===== config.mk =====
export PLATFORM = sky130hd
export DESIGN_NAME = lean_uart
export DESIGN_NICKNAME = d
export VERILOG_FILES = /design/src/rtl/lean_uart_pkg.sv /design/src/rtl/lean_uart_tick.sv /design/src/rtl/lean_uart_tx.sv /design/src/rtl/lean_uart_rx.sv /design/src/rtl/lean_uart.sv
export SDC_FILE = /design/constraint.sdc
export NUM_CORES = 1
export LEC_CHECK = 0
export BUFFER_PORTS_ARGS = -buffer_cell sky130_fd_sc_hd__buf_2
export CAP_MARGIN = 25
export CORE_UTILIZATION = 25
export DETAILED_ROUTE_END_ITERATION = 12
export GPL_TIMING_DRIVEN = 0
export HOLD_SLACK_MARGIN = 0.08
export MAX_ROUTING_LAYER = met4
export PLACE_DENSITY = 0.52
export SETUP_SLACK_MARGIN = 0.1
export SLEW_MARGIN = 20
export SYNTH_ARGS = -nofsm -noshare
export SYNTH_HDL_FRONTEND = slang
export SYNTH_HIERARCHICAL = 1
export SYNTH_SLANG_ARGS = --single-unit

===== constraint.sdc =====
create_clock -name clk -period 6 [get_ports clk]
set_clock_uncertainty 0.15 [all_clocks]
set_input_delay 0.6 -clock clk [delete_from_list [all_inputs] [get_ports clk]]
set_output_delay 0.6 -clock clk [all_outputs]
set_load 0.01 [all_outputs]

===== src/rtl/lean_uart_pkg.sv =====
package lean_uart_pkg;
    localparam int OVS    = 16;
    localparam int OVS_W  = $clog2(OVS);
    localparam int HALF   = OVS / 2;
    localparam int BYTE_W = 8;
    localparam int BIT_W  = $clog2(BYTE_W);

    typedef enum logic [1:0] {TX_IDLE, TX_START, TX_DATA, TX_STOP} tx_state_e;
    typedef enum logic [1:0] {RX_IDLE, RX_START, RX_DATA, RX_STOP} rx_state_e;
endpackage


===== src/rtl/lean_uart_tick.sv =====
module lean_uart_tick #(
    parameter int DIV_W = 32
) (
    input  logic             clk,
    input  logic             rst_n,
    input  logic [DIV_W-1:0] divisor,
    output logic             tick
);
    logic [DIV_W-1:0] cnt;
    logic [DIV_W-1:0] limit;

    // a divisor of zero behaves as one
    always_comb limit = (divisor == '0) ? '0 : divisor - DIV_W'(1);

    assign tick = (cnt >= limit);

    always_ff @(posedge clk or negedge rst_n) begin
        if (!rst_n)    cnt <= '0;
        else if (tick) cnt <= '0;
        else           cnt <= cnt + DIV_W'(1);
    end
endmodule


===== src/rtl/lean_uart_tx.sv =====
module lean_uart_tx
    import lean_uart_pkg::*;
(
    input  logic              clk,
    input  logic              rst_n,
    input  logic              tick,
    input  logic              start,
    input  logic [BYTE_W-1:0] din,
    output logic              txd,
    output logic              done_pulse
);
    tx_state_e         state, state_nx;
    logic [OVS_W-1:0]  cnt;
    logic [BIT_W-1:0]  bitn;
    logic [BYTE_W-1:0] shreg;
    logic              bit_end;

    assign bit_end = tick && (cnt == OVS_W'(OVS - 1));

    always_ff @(posedge clk or negedge rst_n) begin
        if (!rst_n) state <= TX_IDLE;
        else        state <= state_nx;
    end

    always_comb begin
        state_nx = state;
        unique case (state)
            TX_IDLE:  if (start) state_nx = TX_START;
            TX_START: if (bit_end) state_nx = TX_DATA;
            TX_DATA:  if (bit_end && bitn == BIT_W'(BYTE_W - 1)) state_nx = TX_STOP;
            TX_STOP:  if (bit_end) state_nx = TX_IDLE;
        endcase
    end

    always_ff @(posedge clk or negedge rst_n) begin
        if (!rst_n) begin
            cnt        <= '0;
            bitn       <= '0;
            shreg      <= '0;
            done_pulse <= 1'b0;
        end else begin
            done_pulse <= (state == TX_STOP) && bit_end;
            if (state == TX_IDLE) begin
                cnt  <= '0;
                bitn <= '0;
                if (start) shreg <= din;
            end else if (tick) begin
                cnt <= bit_end ? '0 : cnt + OVS_W'(1);
                if (state == TX_DATA && bit_end) begin
                    shreg <= shreg >> 1;
                    bitn  <= bitn + BIT_W'(1);
                end
            end
        end
    end

    always_comb begin
        unique case (state)
            TX_IDLE:  txd = 1'b1;
            TX_START: txd = 1'b0;
            TX_DATA:  txd = shreg[0];
            TX_STOP:  txd = 1'b1;
        endcase
    end

    // the pulse follows the end of the stop bit and lasts one cycle
    a_r5_done_after_stop: assert property (@(posedge clk) disable iff (!rst_n)
        done_pulse |-> $past(state) == TX_STOP);
    a_r5_done_single: assert property (@(posedge clk) disable iff (!rst_n)
        done_pulse |=> !done_pulse);
    // a start request while the start bit is going out leaves the byte alone
    a_r6_busy_keeps_byte: assert property (@(posedge clk) disable iff (!rst_n)
        (state == TX_START && start) |=> $stable(shreg));
endmodule


===== src/rtl/lean_uart_rx.sv =====
module lean_uart_rx
    import lean_uart_pkg::*;
(
    input  logic              clk,
    input  logic              rst_n,
    input  logic              tick,
    input  logic              rxd_raw,
    output logic [BYTE_W-1:0] rx_byte,
    output logic              rx_done
);
    rx_state_e         state, state_nx;
    logic [OVS_W-1:0]  cnt;
    logic [BIT_W-1:0]  bitn;
    logic [BYTE_W-1:0] shreg;
    logic              rxd_m, rxd_s;
    logic              mid, bit_end;

    assign mid     = tick && (cnt == OVS_W'(HALF - 1));
    assign bit_end = tick && (cnt == OVS_W'(OVS - 1));

    always_ff @(posedge clk or negedge rst_n) begin
        if (!rst_n) begin
            rxd_m <= 1'b1;
            rxd_s <= 1'b1;
        end else begin
            rxd_m <= rxd_raw;
            rxd_s <= rxd_m;
        end
    end

    always_ff @(posedge clk or negedge rst_n) begin
        if (!rst_n) state <= RX_IDLE;
        else        state <= state_nx;
    end

    always_comb begin
        state_nx = state;
        unique case (state)
            RX_IDLE:  if (tick && !rxd_s) state_nx = RX_START;
            RX_START: if (mid) state_nx = rxd_s ? RX_IDLE : RX_DATA;
            RX_DATA:  if (bit_end && bitn == BIT_W'(BYTE_W - 1)) state_nx = RX_STOP;
            RX_STOP:  if (bit_end) state_nx = RX_IDLE;
        endcase
    end

    always_ff @(posedge clk or negedge rst_n) begin
        if (!rst_n) begin
            cnt   <= '0;
            bitn  <= '0;
            shreg <= '0;
        end else begin
            unique case (state)
                RX_IDLE: begin
                    cnt  <= '0;
                    bitn <= '0;
                end
                RX_START: if (tick) cnt <= mid ? '0 : cnt + OVS_W'(1);
                RX_DATA: if (tick) begin
                    cnt <= bit_end ? '0 : cnt + OVS_W'(1);
                    if (bit_end) begin
                        shreg <= {rxd_s, shreg[BYTE_W-1:1]};
                        bitn  <= bitn + BIT_W'(1);
                    end
                end
                RX_STOP: if (tick) cnt <= cnt + OVS_W'(1);
            endcase
        end
    end

    always_ff @(posedge clk or negedge rst_n) begin
        if (!rst_n) begin
            rx_byte <= '0;
            rx_done <= 1'b0;
        end else begin
            rx_done <= (state == RX_STOP) && bit_end && rxd_s;
            if ((state == RX_STOP) && bit_end && rxd_s) rx_byte <= shreg;
        end
    end

    // one-cycle completion pulse
    a_r8_done_single: assert property (@(posedge clk) disable iff (!rst_n)
        rx_done |=> !rx_done);
    // a byte is accepted only with a high stop sample
    a_r10_stop_was_high: assert property (@(posedge clk) disable iff (!rst_n)
        rx_done |-> $past(rxd_s));
    // a high line at mid start bit returns to idle
    a_r9_false_start_idle: assert property (@(posedge clk) disable iff (!rst_n)
        (state == RX_START && mid && rxd_s) |=> state == RX_IDLE);
    // the stored byte changes only together with a completion pulse
    a_r7_byte_only_on_done: assert property (@(posedge clk) disable iff (!rst_n)
        !$stable(rx_byte) |-> rx_done);
endmodule


===== src/rtl/lean_uart.sv =====
module lean_uart
    import lean_uart_pkg::*;
#(
    parameter int ADDR_W = 4,
    parameter int DATA_W = 32,
    parameter int DIV_W  = 32
) (
    input  logic              clk,
    input  logic              rst_n,
    input  logic [ADDR_W-1:0] bus_addr,
    input  logic              bus_we,
    input  logic [DATA_W-1:0] bus_wdata,
    output logic [DATA_W-1:0] bus_rdata,
    input  logic              rxd_i,
    output logic              txd_o,
    output logic              rx_irq,
    output logic              tx_irq
);
    localparam int IDX_W = ADDR_W - 2;

    logic [IDX_W-1:0]  idx;
    logic              sel_data, sel_div;
    logic [DIV_W-1:0]  div_q;
    logic              tick;
    logic [BYTE_W-1:0] rx_byte;

    assign idx      = bus_addr[ADDR_W-1:2];
    assign sel_data = (idx == IDX_W'(0));
    assign sel_div  = (idx == IDX_W'(1));

    always_ff @(posedge clk or negedge rst_n) begin
        if (!rst_n)                 div_q <= '0;
        else if (bus_we && sel_div) div_q <= bus_wdata[DIV_W-1:0];
    end

    always_comb begin
        bus_rdata = '0;
        if (sel_data)     bus_rdata = DATA_W'(rx_byte);
        else if (sel_div) bus_rdata = DATA_W'(div_q);
    end

    lean_uart_tick #(.DIV_W(DIV_W)) tick_i (
        .clk     (clk),
        .rst_n   (rst_n),
        .divisor (div_q),
        .tick    (tick)
    );

    lean_uart_tx tx_i (
        .clk        (clk),
        .rst_n      (rst_n),
        .tick       (tick),
        .start      (bus_we && sel_data),
        .din        (bus_wdata[BYTE_W-1:0]),
        .txd        (txd_o),
        .done_pulse (tx_irq)
    );

    lean_uart_rx rx_i (
        .clk     (clk),
        .rst_n   (rst_n),
        .tick    (tick),
        .rxd_raw (rxd_i),
        .rx_byte (rx_byte),
        .rx_done (rx_irq)
    );

    // writes outside the map leave the divisor untouched
    a_r3_unmapped_write: assert property (@(posedge clk) disable iff (!rst_n)
        (bus_we && !sel_data && !sel_div) |=> $stable(div_q));
    // a divisor write is read back on the next cycle
    a_r2_div_written: assert property (@(posedge clk) disable iff (!rst_n)
        (bus_we && sel_div) |=> div_q == $past(bus_wdata[DIV_W-1:0]));
endmodule


== Word level (Yosys, flattened, before mapping) ==
Index checks and enable logic that the tools add are counted.

* Add/sub/neg operators: 6
* Magnitude comparators: 1
* Equality and inequality tests: 24
* Muxes and demuxes: 35
* Reduce and logical (&&, ||, !) cells: 28

{| class="wikitable"
|+ Operator list
! operator !! number
|-
| $mux W32 || 4
|-
| $add A32 B1 Y32 const B || 1
|-
| $ge A32 B32 Y1 || 1
|-
| $logic_not A32 Y1 || 1
|-
| $mux W4 || 8
|-
| $mux W8 || 4
|-
| $sub A32 B1 Y32 const B || 1
|-
| $ne A2 B1 Y1 const B || 12
|-
| $mux W2 || 9
|-
| $pmux W2 S4 || 2
|-
| $pmux W4 S4 || 1
|-
| $mux W3 || 5
|-
| $logic_and A1 B1 Y1 || 12
|-
| $reduce_and A3 Y1 || 4
|-
| $add A4 B1 Y4 const B || 2
|-
| $eq A2 B2 Y1 const B || 4
|-
| $eq A4 B4 Y1 const B || 2
|-
| $reduce_and A4 Y1 || 2
|-
| $add A3 B1 Y3 const B || 2
|-
| $eq A2 B1 Y1 const B || 3
|-
| $eq A3 B3 Y1 const B || 2
|-
| $logic_not A2 Y1 || 3
|-
| $pmux W3 S2 || 1
|-
| $reduce_bool A2 Y1 || 3
|-
| other kinds (5) || 5
|}

* Flip-flop bits (word level): 110
* Bits of input ports: 40
* Output and inout port bits: 35
* Word-level logic and storage cells: 109

== Depth between registers and ports, before layout ==
Gate-level depths: netlist of run 1.

* Depth after elaboration: 8
* Depth in mapped cells: 20
* Gate-level depth less buffers: 17

== Modules after synthesis ==
The synthesis of run 1 kept the hierarchy.

{| class="wikitable"
|+ Modules (own cells, without submodules)
! module !! times used !! cells an instance !! area an instance (µm²) !! seq. area each (µm²)
|-
| lean_uart_tick || 1 || 370 || 3,057.9 || 800.8
|-
| lean_uart || 1 || 114 || 1,644.1 || 800.8
|-
| lean_uart_rx || 1 || 92 || 1,229.9 || 703.2
|-
| lean_uart_tx || 1 || 94 || 1,027.2 || 450.4
|}

== Worst setup path before layout of run 1 ==
No wires, ideal clock.

* Path kind: flip-flop to flip-flop
* From: register div_q[17]
* To: register tx_i.state[1]
* Setup time: 0.128 ns
* Data arrival time: 4.357 ns
* Data required time: 5.722 ns
* Path slack: 1.365 ns
* Stages on the path, launching flop included: 17
* Buffers on the path: 2
* Clock period less this slack: 4.635 ns
* Cells stage by stage: dfrtp_1 > or4_4 > nor4_4 > nand4_2 > buf_2 > and2_1 > ha_1 > nand2b_1 > a2111oi_0 > o32ai_1 > o31a_1 > or2_2 > and4_1 > buf_4 > nor2_1 > a221oi_4 > mux2_1

* Cells in the longest elaborated chain, start to end: 7
* Elaborated cells on any way between the ends: 10
* Classes of those cells: add/sub (1); order compare (1); eq/ne (3); mux (1); reduce/logical (4)

{| class="wikitable"
|+ RTL lines
! item !! RTL line !! source
|-
| start: declaration || lean_uart.sv:23 || <nowiki>logic [DIV_W-1:0] div_q;</nowiki>
|-
| start signal: assignment || lean_uart.sv:33 || <nowiki>else if (bus_we && sel_div) div_q <= bus_wdata[DIV_W-1:0];</nowiki>
|-
| $sub A32 B1 Y32 or $logic_not A32 Y1 (tied branches) || lean_uart_tick.sv:13 || <nowiki>always_comb limit = (divisor == '0) ? '0 : divisor - DIV_W'(1);</nowiki>
|-
| $mux W32 (*) || lean_uart_tick.sv:13 ||
|-
| $ge A32 B32 Y1 (*) || lean_uart_tick.sv:15 || <nowiki>assign tick = (cnt >= limit);</nowiki>
|-
| via tick || lean_uart.sv:24 || <nowiki>logic tick;</nowiki>
|-
| $logic_and A1 B1 Y1 (*) || lean_uart_tx.sv:18 || <nowiki>assign bit_end = tick && (cnt == OVS_W'(OVS - 1));</nowiki>
|-
| $logic_and A1 B1 Y1 || lean_uart_tx.sv:30 || <nowiki>TX_DATA: if (bit_end && bitn == BIT_W'(BYTE_W - 1)) state_nx = TX_STOP;</nowiki>
|-
| $ne A2 B1 Y1 (no line) || n/a ||
|-
| $reduce_and A4 Y1 (no line) (*) || n/a ||
|-
| end signal: assignment || lean_uart_tx.sv:22 || <nowiki>else state <= state_nx;</nowiki>
|-
| end: declaration || lean_uart_tx.sv:12 || <nowiki>tx_state_e state, state_nx;</nowiki>
|}

Mark *: on every way through the listed nets, which the timed path passes. The rest lies on a longest branch.
A chain may end at the register's enable or synchronous reset.

== Worst setup path after layout of run 1 ==
* From: register div_q[0]
* To: register rx_i.rx_byte[3]

* Cells in the longest elaborated chain, start to end: 6
* Elaborated cells on any way between the ends: 7
* Classes of those cells: add/sub (1); order compare (1); mux (1); reduce/logical (4)

{| class="wikitable"
|+ RTL lines
! item !! RTL line !! source
|-
| $sub A32 B1 Y32 or $logic_not A32 Y1 (tied branches) || lean_uart_tick.sv:13 ||
|-
| $mux W32 (*) || lean_uart_tick.sv:13 ||
|-
| $ge A32 B32 Y1 (*) || lean_uart_tick.sv:15 ||
|-
| via tick || lean_uart.sv:24 ||
|-
| $logic_and A1 B1 Y1 (*) || lean_uart_rx.sv:19 || <nowiki>assign bit_end = tick && (cnt == OVS_W'(OVS - 1));</nowiki>
|-
| $logic_and A1 B1 Y1 (*) (2 in a row) || lean_uart_rx.sv:76 || <nowiki>if ((state == RX_STOP) && bit_end && rxd_s) rx_byte <= shreg;</nowiki>
|-
| end signal: assignment || lean_uart_rx.sv:76 ||
|-
| end: declaration || lean_uart_rx.sv:8 || <nowiki>output logic [BYTE_W-1:0] rx_byte,</nowiki>
|}

Marks and branches as above.

==> results of run 1 <==
cell type report:
type	count	area, um^2
fill	2847	19000
clock inverter	7	77.6
buffer	31	196
sequential	110	2760
inverter	13	48.8
multi-input combinational	516	3990
clock buffer	9	225
tap	372	465
antenna	1	2.50
timing repair buffer	73	394
worst paths after layout:
path | slack (ps) | start | endpoint | cells after the start
min in group clk | 180 | rxd_i | rx_i/rxd_m | 1
setup / recovery | 470 | div_q[0] | rx_i/rx_byte[3] | 17
max in group asynchronous | 4940 | rst_n | tick_i/cnt[16] | 2
setup reg to reg | 470 | div_q[0] | rx_i/rx_byte[3] | 17
hold reg to reg | 210 | rx_i/rxd_m | rx_i/rxd_s | 0
hold / removal | 60 | rst_n | tx_i/state[1] | 1
registers in the layout, summed over array words and instances (netlist names), named ones only:
name / count
tx_i/state: 2
rx_i/shreg: 8
rx_i/cnt: 4
tx_i/done_pulse: 1
rx_i/rxd_s: 1
rx_i/rxd_m: 1
rx_i/state: 1
tx_i/bitn: 3
tick_i/cnt: 32
div_q: 32
rx_i/rx_byte: 8
rx_i/bitn: 3
rx_i/rx_done: 1
tx_i/cnt: 4
tx_i/shreg: 8
routing by layer:
metal	vias to the layer above	track usage [%]	share of wire [%]
met3	6	2.24	2.9
li1	2541	-	-
met2	57	19.3	46
met1	2413	16.9	50
met4	0	2.02	0.47
met5	-	-	0
layout by cell type, fill, tap and decap left out, types with 3 or more instances in the layout:
cell / count
dfrtp_1: 108
buf_2: 81
nand2_1: 67
nor3_1: 46
ha_1: 45
xnor2_1: 42
nor2_1: 41
mux2_4: 30
mux2i_1: 28
and2_1: 27
nand3_1: 23
a21oi_1: 21
mux2_2: 20
xor2_1: 20
nand4_1: 16
inv_1: 13
clkbuf_16: 9
clkbuf_1: 8
o21ai_0: 8
buf_6: 7
nor3b_1: 5
nand4b_1: 5
or4_1: 5
a21o_1: 5
nand3b_1: 4
or3_1: 4
nor4_1: 4
and4_1: 4
nand2b_1: 3
buf_4: 3
critical path, delay by kind of cell (launching register included):
kind / cells / cell delay (ps)
AOI/OAI and AO/OA: 2 / 550
buffers and inverters: 2 / 370
muxes: 1 / 390
and+or+nand+nor: 9 / 2730
xor gates and xnor gates: 1 / 170
DFF: 1 / 520
adders and majority gates: 2 / 530
logic make-up after synthesis:
| family | count (synthesis) |
|---|---|
| DFF | 110 |
| buffers and inverters | 44 |
| and+or+nand+nor | 278 |
| xor gates and xnor gates | 62 |
| adders and majority gates | 45 |
| muxes | 79 |
| AOI/OAI and AO/OA | 52 |
power by group:
group          internal, W  total, W  switching (W)
Combinational     0.000267  0.000522       0.000255
Clock             0.000330  0.000626       0.000296
Sequential        0.000826  0.000946       0.000120
stage by stage:
stage	utilization (%)	cells	cell area [um^2]	setup WS [ps]	total power [W]
finish	30.1	1132	8150	469	0.00209
global route	30.1	1132	8150	148	0.00223
CTS	30.0	1131	8120	199	0.00212
detailed placement	28.9	1115	7820	248	0.00148
global placement	28.7	1114	7780	223	0.00148
floorplan	-	670	6960	1370	0.00131
==> results.toml, run 1 <==
[layout]
finish.net_count = 839
syn_to_final_growth_pct = 17.1
drive_above_1_share_pct = 23.8

[power]
power-per-cell-area_nw_per_um2 = 257
p_leak_nw = 3.84
max-vdd-ir-drop_mv = 0.195

[logic_synthesis]
yosys.area.top_type = "dfrtp_1"
synthXorXnorAreaFrac_pct = 7.80
synth.distinct_cells = 65
muxShareOfSynthArea_pct = 13.9
netlist.area_leader.share_pct = 38.8
ys_seq_area_share_pct = 39.6
synth_common_cells = "108 x dfrtp_1, 67 x nand2_1, 46 x nor3_1"
synth-adder-area-share_pct = 8.09
synth-simple-area-share_pct = 22.0
synth.area.top_cells = "dfrtp_1 39%, ha_1 8.1%, mux2_4 6.5%"
synth_flop_cell = "dfrtp_1"
ys_ff_latch = 110
synthesis.area_um2 = 6960
syn_inst = 670
synth-compound-area-share_pct = 5.14
synth_area_per_cell_um2 = 10.4
synth_top_family_by_area = "simple AND/OR/NAND/NOR gates"
yosys_warnings = 6
synth.most_common_cell = "dfrtp_1"
synthArstFlopShare_pct = 100
synth-edff-count = 0
synth_fp_nets = 755

[worst_setup_path]
slowest_delay_ps = 550
critPathArrivalTime_ps = 5620
critical_path_class = "reg -> reg"
crit_chain = "inv_1 > ha_1 > or4b_1 > clkbuf_1 > nor2_4 > nand2_1 > xnor2_1 > nand2_1 > ha_1 > nand4_1 > or4_1 > o32ai_1 > o31a_1 > or2_2 > nand4_4 > nor2_2 > mux2_2"
cp-start-kind = "flop"
path_max_fanout = 13
cpMaxStageDelayCell = "or4_1"
worstSetupEndpointType = "flop"
critPathRequiredTime_ps = 6090

[global_routing]
grt_max_degree = 63
grtUsageTotal_pct = 12.4
antenna_found_initial = 1
grt_overflow_total = 0
grt_pass1_wl_um = 27000
grt_pass1_vias = 4974

[status]
status = "complete, no violations"

[clocking]
numCtsBuffers = 9
clockRootBuffer = "clkbuf_16"
cts_resized = 0
clockBufferDepth = 2
clock_sinks = 110
htreeDepth = 3
clkSlewWorstSetupHoldPaths_ps = 80
cts_tree = "done"
cts_hold_buf = 0
worstSkewPairLatency_ps = 360
cts_setup_buffers = 0

[min_path]
min_path_type = "in -> async"

[drt]
routed_wl_um = 16500
via_count = 5017
wl_per_cell_um = 14.6
drt_iter0_drc = 193
firstDrtPassIters = 4
drt.antenna.violating_nets = 0
drc = 0
viasPerCell = 4.43

[timing]
finalHoldViolCount = 0
rsz0062_at_grt = "false"
fin_crit_ps = 5530
slew_headroom_pct = 44.5
whs_ps = 63.1
fmax_ghz = 0.181
setup_viol = 0
finalCritPeriodShare_pct = 92.2
tightest_slew_ps = 825
slew_viol_final = 0
setup_tns_ps = 0

[floorplanning]
io_pins = 75
die_area_um2 = 28500
num_rows = 60
die_w_um = 169
initial_core_util_pct = 25.7
die_h_um = 169
core_area_um2 = 27100

[job]
cap_violations = 0

[placed_design]
io_buffers = 72
hpwl_um = 12300
gp_congestion = 0.821
(Power assumes the default switching activity.)
==> inputs of run 2 (changes only) <==
--- a/config.mk
+++ b/config.mk
@@ -7,6 +7,7 @@
 export LEC_CHECK = 0
 export BUFFER_PORTS_ARGS = -buffer_cell sky130_fd_sc_hd__buf_2
 export CAP_MARGIN = 25
+export CORE_ASPECT_RATIO = 0.5
 export CORE_UTILIZATION = 25
 export DETAILED_ROUTE_END_ITERATION = 12
 export GPL_TIMING_DRIVEN = 0
@@ -14,6 +15,7 @@
 export MAX_ROUTING_LAYER = met4
 export PLACE_DENSITY = 0.52
 export SETUP_SLACK_MARGIN = 0.1
+export SKIP_CTS_REPAIR_TIMING = 1
 export SLEW_MARGIN = 20
 export SYNTH_ARGS = -nofsm -noshare
 export SYNTH_HDL_FRONTEND = slang
==> results.toml, run 2 (synthesis gave the netlist of run 1 again) <==
[global_routing]
antenna_found_initial = 0
grt_pass1_vias = 5231
grt_max_degree = 62
grt_pass1_wl_um = 27300
grt_overflow_total = 0
grtUsageTotal_pct = 12.5

[drt]
viasPerCell = 4.50
wl_per_cell_um = 14.5
firstDrtPassIters = 4
via_count = 5110
drt_iter0_drc = 255
drc = 0
drt.antenna.violating_nets = 0
routed_wl_um = 16500

[placed_design]
place_area_um2 = 7830
io_buffers = 72
gp_congestion = 0.826
hpwl_um = 12300

[timing]
setup_viol = 0
finalCritPeriodShare_pct = 92.3
slew_viol_final = 0
fin_crit_ps = 5540
tightest_slew_ps = 794
finalHoldViolCount = 0
fmax_ghz = 0.181
slew_headroom_pct = 46.8
rsz0062_at_grt = "false"
setup_tns_ps = 0

[worst_setup_path]
critical_path_class = "reg -> reg"
worstSetupEndpointType = "flop"
critPathArrivalTime_ps = 5640
cp-start-kind = "flop"
path_max_fanout = 13
critPathRequiredTime_ps = 6100

[layout]
top_regs = "div_q: 32 flops, tick_i/cnt: 32 flops"
final_cell_area_um2 = 8170
syn_to_final_growth_pct = 17.4
num_antenna_cells = 0
drive_above_1_share_pct = 24.0
layout_commonest_cell = "dfrtp_1"
mostFrequentLayoutCells = "108 x dfrtp_1, 81 x buf_2, 67 x nand2_1, 46 x nor3_1, 45 x ha_1"
finish.net_count = 842

[floorplanning]
initial_core_util_pct = 25.9
io_pins = 75
core_area_um2 = 26900
die_area_um2 = 28500
die_w_um = 238
die_h_um = 120
num_rows = 42

[clocking]
clock_sinks = 110
clockRootBuffer = "clkbuf_16"
worstSkewPairLatency_ps = 370
numCtsBuffers = 9
cts_tree = "done"
clockBufferDepth = 2
htreeDepth = 3
clkSlewWorstSetupHoldPaths_ps = 80

[min_path]
min_path_type = "in -> reg"

[power]
power-per-cell-area_nw_per_um2 = 254
max-vdd-ir-drop_mv = 0.131
p_leak_nw = 3.84

[job]
cap_violations = 0

[status]
status = "complete, no violations"
run 2: worst paths after layout:
kind	startpoint	end	slack, ps	depth (start not counted)
worst min-delay path	rxd_i	rx_i/rxd_m	180	1
worst max-delay path	div_q[0]	tx_i/state[1]	460	19
worst max register to register	div_q[0]	tx_i/state[1]	460	19
worst min register to register	rx_i/rxd_m	rx_i/rxd_s	210	0
max in group asynchronous	rst_n	div_q[24]	4410	3
min in group asynchronous	rst_n	rx_i/shreg[6]	600	2
run 2: final cells by class:
class | instances | area [um^2]
flip-flops and latches | 110 | 2760
clock inverters | 7 | 66.3
inverters | 13 | 48.8
fillers | 2828 | 18700
clock buffers | 9 | 225
plain buffers | 31 | 196
multi-input cells | 516 | 3990
repair buffers | 76 | 419
well taps | 374 | 468
run 2: per-stage QoR:
step                      total power, W  hold WS [ps]  instances  util (%)  worst slack (ps)
after CTS                        0.00210          44.3       1133      30.2               264
after detailed placement         0.00149           198       1117      29.1               300
final                            0.00207           182       1136      30.4               460
after global routing             0.00221           167       1136      30.4               113
after floorplan                  0.00131           154        670         -              1370
after global placement           0.00147           196       1116      28.9               141
run 2: worst max-delay path, cell delays in order (launching register included):
cell and delay (ps):
dfrtp_1 490, inv_1 150, ha_1 230, or4b_1 440, clkbuf_1 230, nor2_4 300, nand2_1 110, xnor2_1 210
nand2_1 80, ha_1 310, nand4_1 160, or4_1 550, o32ai_1 250, o31a_1 360, or2_2 370, and4_1 240
buf_4 150, nand2_2 70, a221oi_4 240, mux2_1 340
run 2: power by group:
part / total [W] / internal [W] / switching [W]
Clock: 0.000598 / 0.000291 / 0.000307
Sequential: 0.000949 / 0.000826 / 0.000123
Combinational: 0.000526 / 0.000268 / 0.000258
Total: 0.00207 / 0.00139 / 0.000687
run 2: layer usage:
layer	global-route usage [%]	wire, um
met1	15.5	7770
met2	21.1	8230
met3	2.23	361
met4	2.70	144
met5	-	0
==> inputs of run 3 (changes only) <==
--- a/config.mk
+++ b/config.mk
@@ -13,7 +13,7 @@
 export GPL_TIMING_DRIVEN = 0
 export HOLD_SLACK_MARGIN = 0.08
 export MAX_ROUTING_LAYER = met4
-export PLACE_DENSITY = 0.52
+export PLACE_DENSITY = 0.53
 export SETUP_SLACK_MARGIN = 0.1
 export SKIP_CTS_REPAIR_TIMING = 1
 export SLEW_MARGIN = 20
==> constraint.sdc (replaced) <==
create_clock -name clk -period 4.8 [get_ports clk]
set_clock_uncertainty 0.15 [all_clocks]
set_input_delay 0.48 -clock clk [delete_from_list [all_inputs] [get_ports clk]]
set_output_delay 0.48 -clock clk [all_outputs]
set_load 0.01 [all_outputs]
==> results.toml, run 3 (synthesis gave the netlist of run 1 again) <==
[layout]
multi_input_area_um2 = 4210
mostFrequentLayoutCells = "100 x dfrtp_1, 80 x buf_2, 64 x nand2_1, 45 x nor3_1"
top_regs = "div_q: 32 flops, tick_i/cnt: 32 flops"
final_cell_area_um2 = 8840
layout_commonest_cell = "dfrtp_1"
drive_above_1_share_pct = 32.5
regArea_um2 = 2770
fill_cells = 2785
finish.net_count = 889
syn_to_final_growth_pct = 27.0

[timing]
rsz0062_at_grt = "true"
fmax_ghz = 0.201
setup_viol = 28
tightest_slew_ps = 834
slew_viol_final = 0
slew_headroom_pct = 43.9
setup_ws_ps = -179
finalHoldViolCount = 0
fin_crit_ps = 4980
finalCritPeriodShare_pct = 104

[status]
status = "complete, but fails checks"
violations = "setup timing"

[floorplanning]
die_w_um = 238
core_area_um2 = 26900
io_pins = 75
die_area_um2 = 28500
die_h_um = 120
initial_core_util_pct = 25.9
num_rows = 42

[clocking]
clockRootBuffer = "clkbuf_16"
numCtsBuffers = 9
clockBufferDepth = 2
cts_tree = "done"
clkSlewWorstSetupHoldPaths_ps = 80
htreeDepth = 3
worstSkewPairLatency_ps = 360
clock_sinks = 110

[worst_setup_path]
critical_path_class = "reg -> reg"
critPathArrivalTime_ps = 5080
path_max_fanout = 8
critPathRequiredTime_ps = 4900
worstSetupEndpointType = "flop"
cp-start-kind = "flop"

[power]
p_clk_share_pct = 29.0
power-per-cell-area_nw_per_um2 = 309
max-vdd-ir-drop_mv = 0.147
p_leak_nw = 4.17
p_int_w = 0.00184
p_sw_w = 0.000888
p_seq_share_pct = 43.5
power_w = 0.00273
comb_power_share_pct = 27.6
power.share.switching_pct = 32.5

[drt]
routed_wl_um = 17300
drt_iter0_drc = 218
viasPerCell = 4.55
firstDrtPassIters = 4
via_count = 5387
drc = 0
wl_per_cell_um = 14.6
drt.antenna.violating_nets = 0

[placed_design]
io_buffers = 72
gp_congestion = 0.820
hpwl_um = 12400
place_area_um2 = 7830

[global_routing]
grt_pass1_wl_um = 27100
grt_overflow_total = 0
grt_pass1_vias = 5174
grtUsageTotal_pct = 12.4
antenna_found_initial = 1
grt_max_degree = 60

[min_path]
min_path_type = "in -> reg"

[job]
cap_violations = 0
run 3: final timing paths:
check,from,endpoint,slack (ps),depth (start not counted)
max,div_q[7],tx_i/state[1],-180,19
min,bus_wdata[11],div_q[11],190,2
max reg2reg,div_q[7],tx_i/state[1],-180,19
min reg2reg,rx_i/rxd_m,rx_i/rxd_s,210,0
max in group asynchronous,rst_n,div_q[9],3340,3
min in group asynchronous,rst_n,rx_i/bitn[1],470,2
run 3: area by class of cell:
cell class / instances / area share [%]
well taps: 374 / 5.29
diodes: 1 / 0.0283
clock inverters: 7 / 0.920
repair buffers: 122 / 9.09
multi-input cells: 517 / 47.6
clock buffers: 9 / 2.55
plain buffers: 31 / 2.68
flip-flops and latches: 110 / 31.3
inverters: 13 / 0.552
run 3: per-layer routing:
| layer | global-route usage [%] | wire, um | share of wire, % |
|---|---|---|---|
| met5 | - | 0 | 0 |
| met4 | 5.08 | 360 | 2.1 |
| met2 | 19.6 | 8420 | 49 |
| met3 | 2.30 | 456 | 2.6 |
| met1 | 15.6 | 8040 | 47 |
run 3: power groups by stage:
stage / sequential [W] / clock [W] / combinational (W)
2_1_floorplan: 0.00115 / 0 / 0.000493
3_3_place_gp: 0.00120 / 0 / 0.000638
3_5_place_dp: 0.00120 / 0 / 0.000658
4_1_cts: 0.00119 / 0.000817 / 0.000664
5_1_grt: 0.00121 / 0.000858 / 0.000840
6_report: 0.00119 / 0.000792 / 0.000753
run 3: critical path, stage by stage, from the launching register on:
cell,delay [ps]
dfrtp_2,440
or4_4,560
buf_8,150
nor4_4,200
buf_6,190
buf_12,110
nand2_4,50
xnor2_2,170
nand2_2,90
ha_4,280
nand4_1,90
or4_4,530
o32ai_2,270
o31a_1,360
or2_4,260
and4_1,200
buf_6,120
nand2_4,50
a221oi_4,280
mux2_4,320
run 3: through the flow:
stage / hold slack, ps / TNS [ps] / setup slack (ps) / util [%] / cells
3_5_place_dp: 198 / -27310 / -888 / 29.1 / 1117
3_3_place_gp: 195 / -35570 / -1040 / 28.9 / 1116
5_1_grt: 180 / -8340 / -346 / 32.8 / 1184
2_1_floorplan: 34.4 / 0 / 165 / - / 670
4_1_cts: -81.5 / -29140 / -921 / 30.2 / 1133
6_report: 195 / -2710 / -179 / 32.8 / 1184
